## src/rtl/dacseq_pkg.sv

```systemverilog
package dacseq_pkg;

  typedef enum logic [2:0] {
    ST_IDLE,
    ST_SETUP,
    ST_STRB,
    ST_HOLD,
    ST_LOAD,
    ST_CLR
  } phase_e;

  // round a nanosecond minimum up to whole clocks, at least one
  function automatic int ns_to_cyc(input int t_ns, input int period_ps);
    int c;
    c = (t_ns * 1000 + period_ps - 1) / period_ps;
    return (c < 1) ? 1 : c;
  endfunction

  function automatic int imax(input int a, input int b);
    return (a > b) ? a : b;
  endfunction

endpackage

```

## src/rtl/dacseq_code_conv.sv

```systemverilog
module dacseq_code_conv #(
  parameter int DATA_W    = 14,
  parameter bit SIGNED_IN = 1'b1
) (
  input  logic [DATA_W-1:0] sample_i,
  output logic [DATA_W-1:0] code_o
);

  generate
    if (SIGNED_IN) begin : g_twos
      // adding half scale only flips the sign bit
      assign code_o = {~sample_i[DATA_W-1], sample_i[DATA_W-2:0]};
    end else begin : g_pass
      assign code_o = sample_i;
    end
  endgenerate

endmodule

```

## src/rtl/dacseq_phase_timer.sv

```systemverilog
module dacseq_phase_timer #(
  parameter int CNT_W = 4
) (
  input  logic             clk_i,
  input  logic             rst_ni,
  input  logic             load_i,
  input  logic [CNT_W-1:0] len_i,
  output logic             done_o
);

  logic [CNT_W-1:0] cnt_q;

  always_ff @(posedge clk_i or negedge rst_ni) begin
    if (!rst_ni)              cnt_q <= '0;
    else if (load_i)          cnt_q <= len_i - 1'b1;
    else if (cnt_q != '0)     cnt_q <= cnt_q - 1'b1;
  end

  assign done_o = (cnt_q == '0);

  // every phase lasts at least one cycle
  a_r3_len_nonzero: assert property (@(posedge clk_i) disable iff (!rst_ni)
    load_i |-> (len_i != '0));

endmodule

```

## src/rtl/dacseq_ctrl.sv

```systemverilog
module dacseq_ctrl
  import dacseq_pkg::*;
#(
  parameter int CNT_W       = 4,
  parameter int ASU_CYC     = 1,
  parameter int STRB_CYC    = 5,
  parameter int HOLD_CYC    = 2,
  parameter int HOLD_LD_CYC = 5,
  parameter int LD_CYC      = 5,
  parameter int CLR_CYC     = 4
) (
  input  logic clk_i,
  input  logic rst_ni,
  input  logic req_valid_i,
  input  logic req_update_i,
  input  logic clr_req_i,
  output logic ready_o,
  output logic accept_o,
  output logic cs_no,
  output logic wr_no,
  output logic ld_no,
  output logic clr_no
);

  phase_e           state_q, state_d;
  logic             upd_q, clr_pend_q;
  logic             tmr_done, tmr_load;
  logic [CNT_W-1:0] dur;
  logic             enter_clr;

  assign ready_o  = (state_q == ST_IDLE) && !clr_pend_q;
  assign accept_o = ready_o && req_valid_i;

  always_comb begin
    state_d = state_q;
    dur     = CNT_W'(1);
    unique case (state_q)
      ST_IDLE: begin
        if (clr_pend_q) begin
          state_d = ST_CLR;
          dur     = CNT_W'(CLR_CYC);
        end else if (accept_o) begin
          state_d = ST_SETUP;
          dur     = CNT_W'(ASU_CYC);
        end
      end
      ST_SETUP: if (tmr_done) begin
        state_d = ST_STRB;
        dur     = CNT_W'(STRB_CYC);
      end
      ST_STRB: if (tmr_done) begin
        state_d = ST_HOLD;
        // load gap is folded into the hold phase
        dur     = upd_q ? CNT_W'(HOLD_LD_CYC) : CNT_W'(HOLD_CYC);
      end
      ST_HOLD: if (tmr_done) begin
        if (upd_q) begin
          state_d = ST_LOAD;
          dur     = CNT_W'(LD_CYC);
        end else begin
          state_d = ST_IDLE;
        end
      end
      ST_LOAD: if (tmr_done) state_d = ST_IDLE;
      ST_CLR:  if (tmr_done) state_d = ST_IDLE;
      default: state_d = ST_IDLE;
    endcase
  end

  assign tmr_load  = (state_d != state_q);
  assign enter_clr = (state_q == ST_IDLE) && (state_d == ST_CLR);

  dacseq_phase_timer #(.CNT_W(CNT_W)) u_timer (
    .clk_i  (clk_i),
    .rst_ni (rst_ni),
    .load_i (tmr_load),
    .len_i  (dur),
    .done_o (tmr_done)
  );

  always_ff @(posedge clk_i or negedge rst_ni) begin
    if (!rst_ni) begin
      state_q    <= ST_IDLE;
      upd_q      <= 1'b0;
      clr_pend_q <= 1'b0;
      cs_no      <= 1'b1;
      wr_no      <= 1'b1;
      ld_no      <= 1'b1;
      clr_no     <= 1'b1;
    end else begin
      state_q <= state_d;
      if (accept_o) upd_q <= req_update_i;
      if (enter_clr)      clr_pend_q <= 1'b0;
      else if (clr_req_i) clr_pend_q <= 1'b1;
      // strobes registered from next phase: glitch-free pins
      cs_no  <= (state_d != ST_STRB);
      wr_no  <= (state_d != ST_STRB);
      ld_no  <= (state_d != ST_LOAD);
      clr_no <= (state_d != ST_CLR);
    end
  end

  // a pending clear blocks acceptance
  a_r10_clr_blocks: assert property (@(posedge clk_i) disable iff (!rst_ni)
    clr_pend_q |-> !accept_o);

  // ready low while any sequence phase runs
  a_r9_busy_not_ready: assert property (@(posedge clk_i) disable iff (!rst_ni)
    (state_q != ST_IDLE) |-> !ready_o);

endmodule

```

## src/rtl/dacseq_bus_writer.sv

```systemverilog
module dacseq_bus_writer
  import dacseq_pkg::*;
#(
  parameter int NUM_CH         = 8,
  parameter int DATA_W         = 14,
  parameter int CLK_PERIOD_PS  = 10000,
  parameter int T_LOW_NS       = 50,
  parameter int T_DSU_NS       = 20,
  parameter int T_DH_NS        = 15,
  parameter int T_LDGAP_NS     = 50,
  parameter int ADDR_SETUP_CYC = 1,
  parameter int CLR_LOW_CYC    = 4,
  localparam int CH_W          = $clog2(NUM_CH)
) (
  input  logic              clk_i,
  input  logic              rst_ni,
  input  logic              req_valid_i,
  output logic              req_ready_o,
  input  logic [CH_W-1:0]   req_chan_i,
  input  logic [DATA_W-1:0] req_sample_i,
  input  logic              req_update_i,
  input  logic              clr_req_i,
  output logic              dac_cs_no,
  output logic              dac_wr_no,
  output logic              dac_ld_no,
  output logic              dac_clr_no,
  output logic [CH_W-1:0]   dac_addr_o,
  output logic [DATA_W-1:0] dac_data_o
);

  localparam int STRB_CYC    = imax(ns_to_cyc(T_LOW_NS, CLK_PERIOD_PS),
                                    ns_to_cyc(T_DSU_NS, CLK_PERIOD_PS));
  localparam int HOLD_CYC    = ns_to_cyc(T_DH_NS, CLK_PERIOD_PS);
  localparam int GAP_CYC     = ns_to_cyc(T_LDGAP_NS, CLK_PERIOD_PS);
  localparam int HOLD_LD_CYC = imax(HOLD_CYC, GAP_CYC);
  localparam int LD_CYC      = ns_to_cyc(T_LOW_NS, CLK_PERIOD_PS);
  localparam int MAX_CYC     = imax(imax(STRB_CYC, HOLD_LD_CYC),
                                    imax(LD_CYC, imax(CLR_LOW_CYC, ADDR_SETUP_CYC)));
  localparam int CNT_W       = $clog2(MAX_CYC + 1) + 1;

  logic              accept;
  logic [DATA_W-1:0] code;
  logic [CH_W-1:0]   addr_q;
  logic [DATA_W-1:0] data_q;

  dacseq_code_conv #(.DATA_W(DATA_W), .SIGNED_IN(1'b1)) u_conv (
    .sample_i (req_sample_i),
    .code_o   (code)
  );

  dacseq_ctrl #(
    .CNT_W       (CNT_W),
    .ASU_CYC     (ADDR_SETUP_CYC),
    .STRB_CYC    (STRB_CYC),
    .HOLD_CYC    (HOLD_CYC),
    .HOLD_LD_CYC (HOLD_LD_CYC),
    .LD_CYC      (LD_CYC),
    .CLR_CYC     (CLR_LOW_CYC)
  ) u_ctrl (
    .clk_i        (clk_i),
    .rst_ni       (rst_ni),
    .req_valid_i  (req_valid_i),
    .req_update_i (req_update_i),
    .clr_req_i    (clr_req_i),
    .ready_o      (req_ready_o),
    .accept_o     (accept),
    .cs_no        (dac_cs_no),
    .wr_no        (dac_wr_no),
    .ld_no        (dac_ld_no),
    .clr_no       (dac_clr_no)
  );

  // address and data launch at acceptance, ahead of the strobes
  always_ff @(posedge clk_i or negedge rst_ni) begin
    if (!rst_ni) begin
      addr_q <= '0;
      data_q <= '0;
    end else if (accept) begin
      addr_q <= req_chan_i;
      data_q <= code;
    end
  end

  assign dac_addr_o = addr_q;
  assign dac_data_o = data_q;

  // checker counters: cycles of chip-select low, cycles since its release
  logic [CNT_W-1:0] cs_low_cnt, since_rise;
  localparam logic [CNT_W-1:0] SAT = '1;

  always_ff @(posedge clk_i or negedge rst_ni) begin
    if (!rst_ni) begin
      cs_low_cnt <= '0;
      since_rise <= SAT;
    end else begin
      if (dac_cs_no)             cs_low_cnt <= '0;
      else if (cs_low_cnt != SAT) cs_low_cnt <= cs_low_cnt + 1'b1;
      if (!dac_cs_no)            since_rise <= '0;
      else if (since_rise != SAT) since_rise <= since_rise + 1'b1;
    end
  end

  a_r3_strobe_width: assert property (@(posedge clk_i) disable iff (!rst_ni)
    $rose(dac_cs_no) |-> (cs_low_cnt >= CNT_W'(STRB_CYC)));

  a_r4_stable_low: assert property (@(posedge clk_i) disable iff (!rst_ni)
    (!dac_cs_no && $past(!dac_cs_no)) |-> ($stable(dac_addr_o) && $stable(dac_data_o)));

  a_r4_stable_hold: assert property (@(posedge clk_i) disable iff (!rst_ni)
    (dac_cs_no && since_rise < CNT_W'(HOLD_CYC)) |-> ($stable(dac_addr_o) && $stable(dac_data_o)));

  a_r7_load_gap: assert property (@(posedge clk_i) disable iff (!rst_ni)
    $fell(dac_ld_no) |-> (since_rise >= CNT_W'(GAP_CYC)));

  a_r7_load_excl: assert property (@(posedge clk_i) disable iff (!rst_ni)
    !dac_ld_no |-> (dac_wr_no && dac_cs_no));

  a_r9_ready_strobes: assert property (@(posedge clk_i) disable iff (!rst_ni)
    (!dac_cs_no || !dac_ld_no || !dac_clr_no) |-> !req_ready_o);

  a_r10_clr_excl: assert property (@(posedge clk_i) disable iff (!rst_ni)
    !dac_clr_no |-> (dac_cs_no && dac_ld_no));

endmodule

```

## config.mk

```make
export PLATFORM = sky130hd
export DESIGN_NAME = dacseq_bus_writer
export DESIGN_NICKNAME = d
export VERILOG_FILES = /design/src/rtl/dacseq_pkg.sv /design/src/rtl/dacseq_code_conv.sv /design/src/rtl/dacseq_phase_timer.sv /design/src/rtl/dacseq_ctrl.sv /design/src/rtl/dacseq_bus_writer.sv
export SDC_FILE = /design/constraint.sdc
export NUM_CORES = 1
export LEC_CHECK = 0
export BUFFER_PORTS_ARGS = -buffer_cell sky130_fd_sc_hd__clkbuf_2
export CORE_MARGIN = 2
export CORE_UTILIZATION = 40
export DETAILED_ROUTE_END_ITERATION = 10
export PLACE_DENSITY = 0.66
export SETUP_SLACK_MARGIN = 0.4
export SLEW_MARGIN = 20
export SYNTH_ARGS = -nofsm -noshare
export SYNTH_HDL_FRONTEND = slang
export SYNTH_SLANG_ARGS = --single-unit
```

## constraint.sdc

```tcl
create_clock -name clk_i -period 2.1 [get_ports clk_i]
set_input_delay 0.315 -clock clk_i [delete_from_list [all_inputs] [get_ports clk_i]]
set_output_delay 0.315 -clock clk_i [all_outputs]
set_load 0.02 [all_outputs]
```

==> summary.md <==
| Metric | Value |
|---|---|
| Rel. slew slack | 0.526 |
| Nets | between 150 and 200 |
| PortBufs | 43 |
| Reg2Reg Depth | 8 |
| Startpoint types | register |
| Layout area overhead | 36.6% |
| Total nets after synthesis | 124 |
| Die Ht | 60.8 µm |
| Final hold vios | 0 |
| #FFs+latches synth | 29 |
| Sequential Area | around 740 µm² |
| Cell Area, Placed | between 0.0015 and 0.002 mm² |
| Post-synth top area cell | dfrtp_1 |
| R2R Setup Slk | approximately 0.14 ns |
| Global-route wire length before repair | slightly above 4 mm |
| Clk root buf | clkbuf_4 |
| Iter 0 DRT Violations | 32 |
| Routed vias | 1041 |
| Die W | around 61 µm |
| CTS tree | built |
| Count leader, synth | dfrtp_1 |
| Crit Path Category | reg2reg |
| Wirelength per Cell | ~13 µm |
| Worst-path fanout max | 4 |
| Fraction of layout cells with a size suffix above 1 | 0.644 |
| Cell Rows | 20 |
| Clk Latency, worst-skew pair | 0.32 ns |
| Worst min path class | in2async |
| Fin crit period | between 1.5 and 2 ns |
| Clock-pin slew on the worst setup and hold paths | about 0.09 ns |
| Maximum vdd ir drop | ~700 µV |
| Largest net degree at the start of global routing | 30 |
| Fin crit share | 0.931 |
| Synth Cell Area | 0.00129 mm² |
| Initial Utilization | 0.423 |
| Worst clock skew | roughly 0.013 ns |
| Initial antenna violation count | 0 |
| I/O pin count | 44 |
| Commonest cells post-synth | dfrtp_1, mux2_2, nand2_1, a21oi_1, nor2_1 |
| # DRC | 0 |
| Actual slew at the worst max-slew pin | between 0.7 and 0.8 ns |
| CTS sink cnt | 29 |
| Mapped Cells | approximately 100 |
| WP data required | 2.32 ns |
| N_diodes | 0 |
| Final Max Slew Viols | 0 |
| Largest cells by area after synthesis | dfrtp_1, mux2_2, dfstp_2, nor4_4, a21oi_1 |
| Pwr Density | 1520 mW/mm² |
| Post-synth EDFFs | 0 |
| Yosys warns | 0 |
| CP endpoint kind | register |
| DIE AREA | 0.00370 mm² |
| Max-Cap Viols | 0 |
| Total core area | 0.00305 mm² |
| DRT Pass-1 Iters | 4 |
| Gp weighted congestion | 0.769 |
| GR Util All Layers | 0.154 |
| Vias per inst | 5.03 |
| Syn Area/Cell | between 10 and 15 µm² |
| Number of CTS-inserted buffers | 5 |
| Fmax | 511 MHz |
| Hold Buf Count CTS | 0 |
| Share of Yosys cell area claimed by the top area cell type | 0.503 |
| Final Setup Violations | 0 |
| Main synth FF type | dfrtp_1 |
| Reg-to-Reg Start | u_ctrl.u_timer.cnt_q[3]$_DFFE_PN0P_ |
| Filler instances | between 200 and 300 |
| Unrepaired setup endpoints after global routing | true |
| Yosys cell types | 28 |
| H-tree levels | 2 |
| FFs w/ async S/R, synth | 1.00 |
| Crit path launch | u_ctrl.u_timer.cnt_q[3]$_DFFE_PN0P_ |
| Total grt overflow | 0 |
| Post-DP HPWL | ~1.7 mm |
| Longest Clk Path Bufs | 2 |
| Multi-input logic area | between 500 and 600 µm² |
| Outcome | complete, no violations |
| Antenna viol nets, final | 0 |
| Drt total wl | 2.73 mm |
| Leakage Power | 0.861 nW |
| Crit path arrival time | between 2 and 2.5 ns |
| Critical R2R Capture | u_ctrl.u_timer.cnt_q[2]$_DFFE_PN0P_ |
| Fin area | approximately 0.0018 mm² |
| Sequential share of the synthesized area | 0.564 |
| Vias in the first global route | 950 |
| Setup_tns | 0 ns |
==> how the worst max path moves through the flow <==
stage | endpoint | slack [ns] | depth (start not counted)
after floorplan | u_ctrl.u_timer.cnt_q[1]$_DFFE_PN0P_ | 0.27 | 7
after global placement | u_ctrl.u_timer.cnt_q[2]$_DFFE_PN0P_ | 0.22 | 7
after detailed placement | u_ctrl.u_timer.cnt_q[1]$_DFFE_PN0P_ | 0.16 | 7
after CTS | u_ctrl.u_timer.cnt_q[1]$_DFFE_PN0P_ | 0.18 | 7
after global routing | u_ctrl.u_timer.cnt_q[2]$_DFFE_PN0P_ | 0.08 | 8
final | u_ctrl.u_timer.cnt_q[2]$_DFFE_PN0P_ | 0.14 | 8
==> area by class of cell <==
cell class                      count  area share
Multi-Input combinational cell     64       0.316
Timing Repair Buffer               60       0.198
Inverter                            2     0.00425
Tap cell                           44      0.0312
Clock buffer                        8      0.0333
Sequential cell                    29       0.417
==> routing by layer <==
metal	GRT usage	vias to the layer above	share of wire
met2	0.233	31	0.50
met5	0	-	0
met3	0.0554	5	0.046
met1	0.186	518	0.44
met4	0.0963	0	0.013
li1	-	487	-
==> cell usage in the layout (no fill, tap or decap), types with 4 or more instances in the layout <==
| cell type | n |
|---|---|
| clkbuf_2 | 42 |
| mux2_2 | 17 |
| nand2_1 | 8 |
| a21oi_2 | 4 |
| buf_4 | 17 |
| a21oi_1 | 4 |
| dfrtp_2 | 5 |
| nor2_1 | 6 |
| dfrtp_1 | 21 |
| clkbuf_4 | 5 |
==> critical path, cell delays in order, from the launching register on <==
cell,delay [ns]
dfrtp_1,0.40
or4_4,0.58
a21oi_2,0.16
o32a_4,0.19
inv_2,0.04
a21oi_2,0.11
ha_2,0.20
a21oi_2,0.04
a22oi_1,0.15
==> metrics by stage <==
step           hold WS (ns)   util  setup WS (ns)  cells  total power, mW
2_1_floorplan        0.0194      -          0.272    101             1.78
3_3_place_gp          0.390  0.499          0.219    182             2.01
3_5_place_dp          0.401  0.499          0.158    182             2.05
4_1_cts              0.0544  0.551          0.178    199             2.53
5_1_grt              0.0834  0.578         0.0769    207             2.85
6_report             0.0237  0.578          0.145    207             2.68
==> logic make-up after synthesis <==
group / after synthesis / synth area share
compound gates: 21 / 0.112
xor+xnor: 1 / 0.00678
fa+ha+maj: 1 / 0.00968
buf+inv: 8 / 0.0416
flops: 29 / 0.564
mux: 17 / 0.148
simple gates: 24 / 0.117
==> sequential cells by signal (all words and copies together) (netlist names), 3 cells and up <==
register              cells
dac_data_o               14
u_ctrl.state_q            3
u_ctrl.u_timer.cnt_q      4
dac_addr_o                3
==> power breakdown <==
group | switching (mW) | total, mW | internal, mW
Clock | 0.184 | 0.349 | 0.165
Combinational | 0.701 | 1.33 | 0.634
Sequential | 0.179 | 0.995 | 0.816
Total | 1.06 | 2.68 | 1.62
==> what timing repair did <==
action | CTS | global route
pin swaps | 2 | 2
buffers inserted | 9 | 8
resized for setup | 9 | 6
endpoints found under the hold margin | 0 | 0
setup endpoints to repair | 22 | 24
Note: power is estimated with default switching activity, not from simulation.
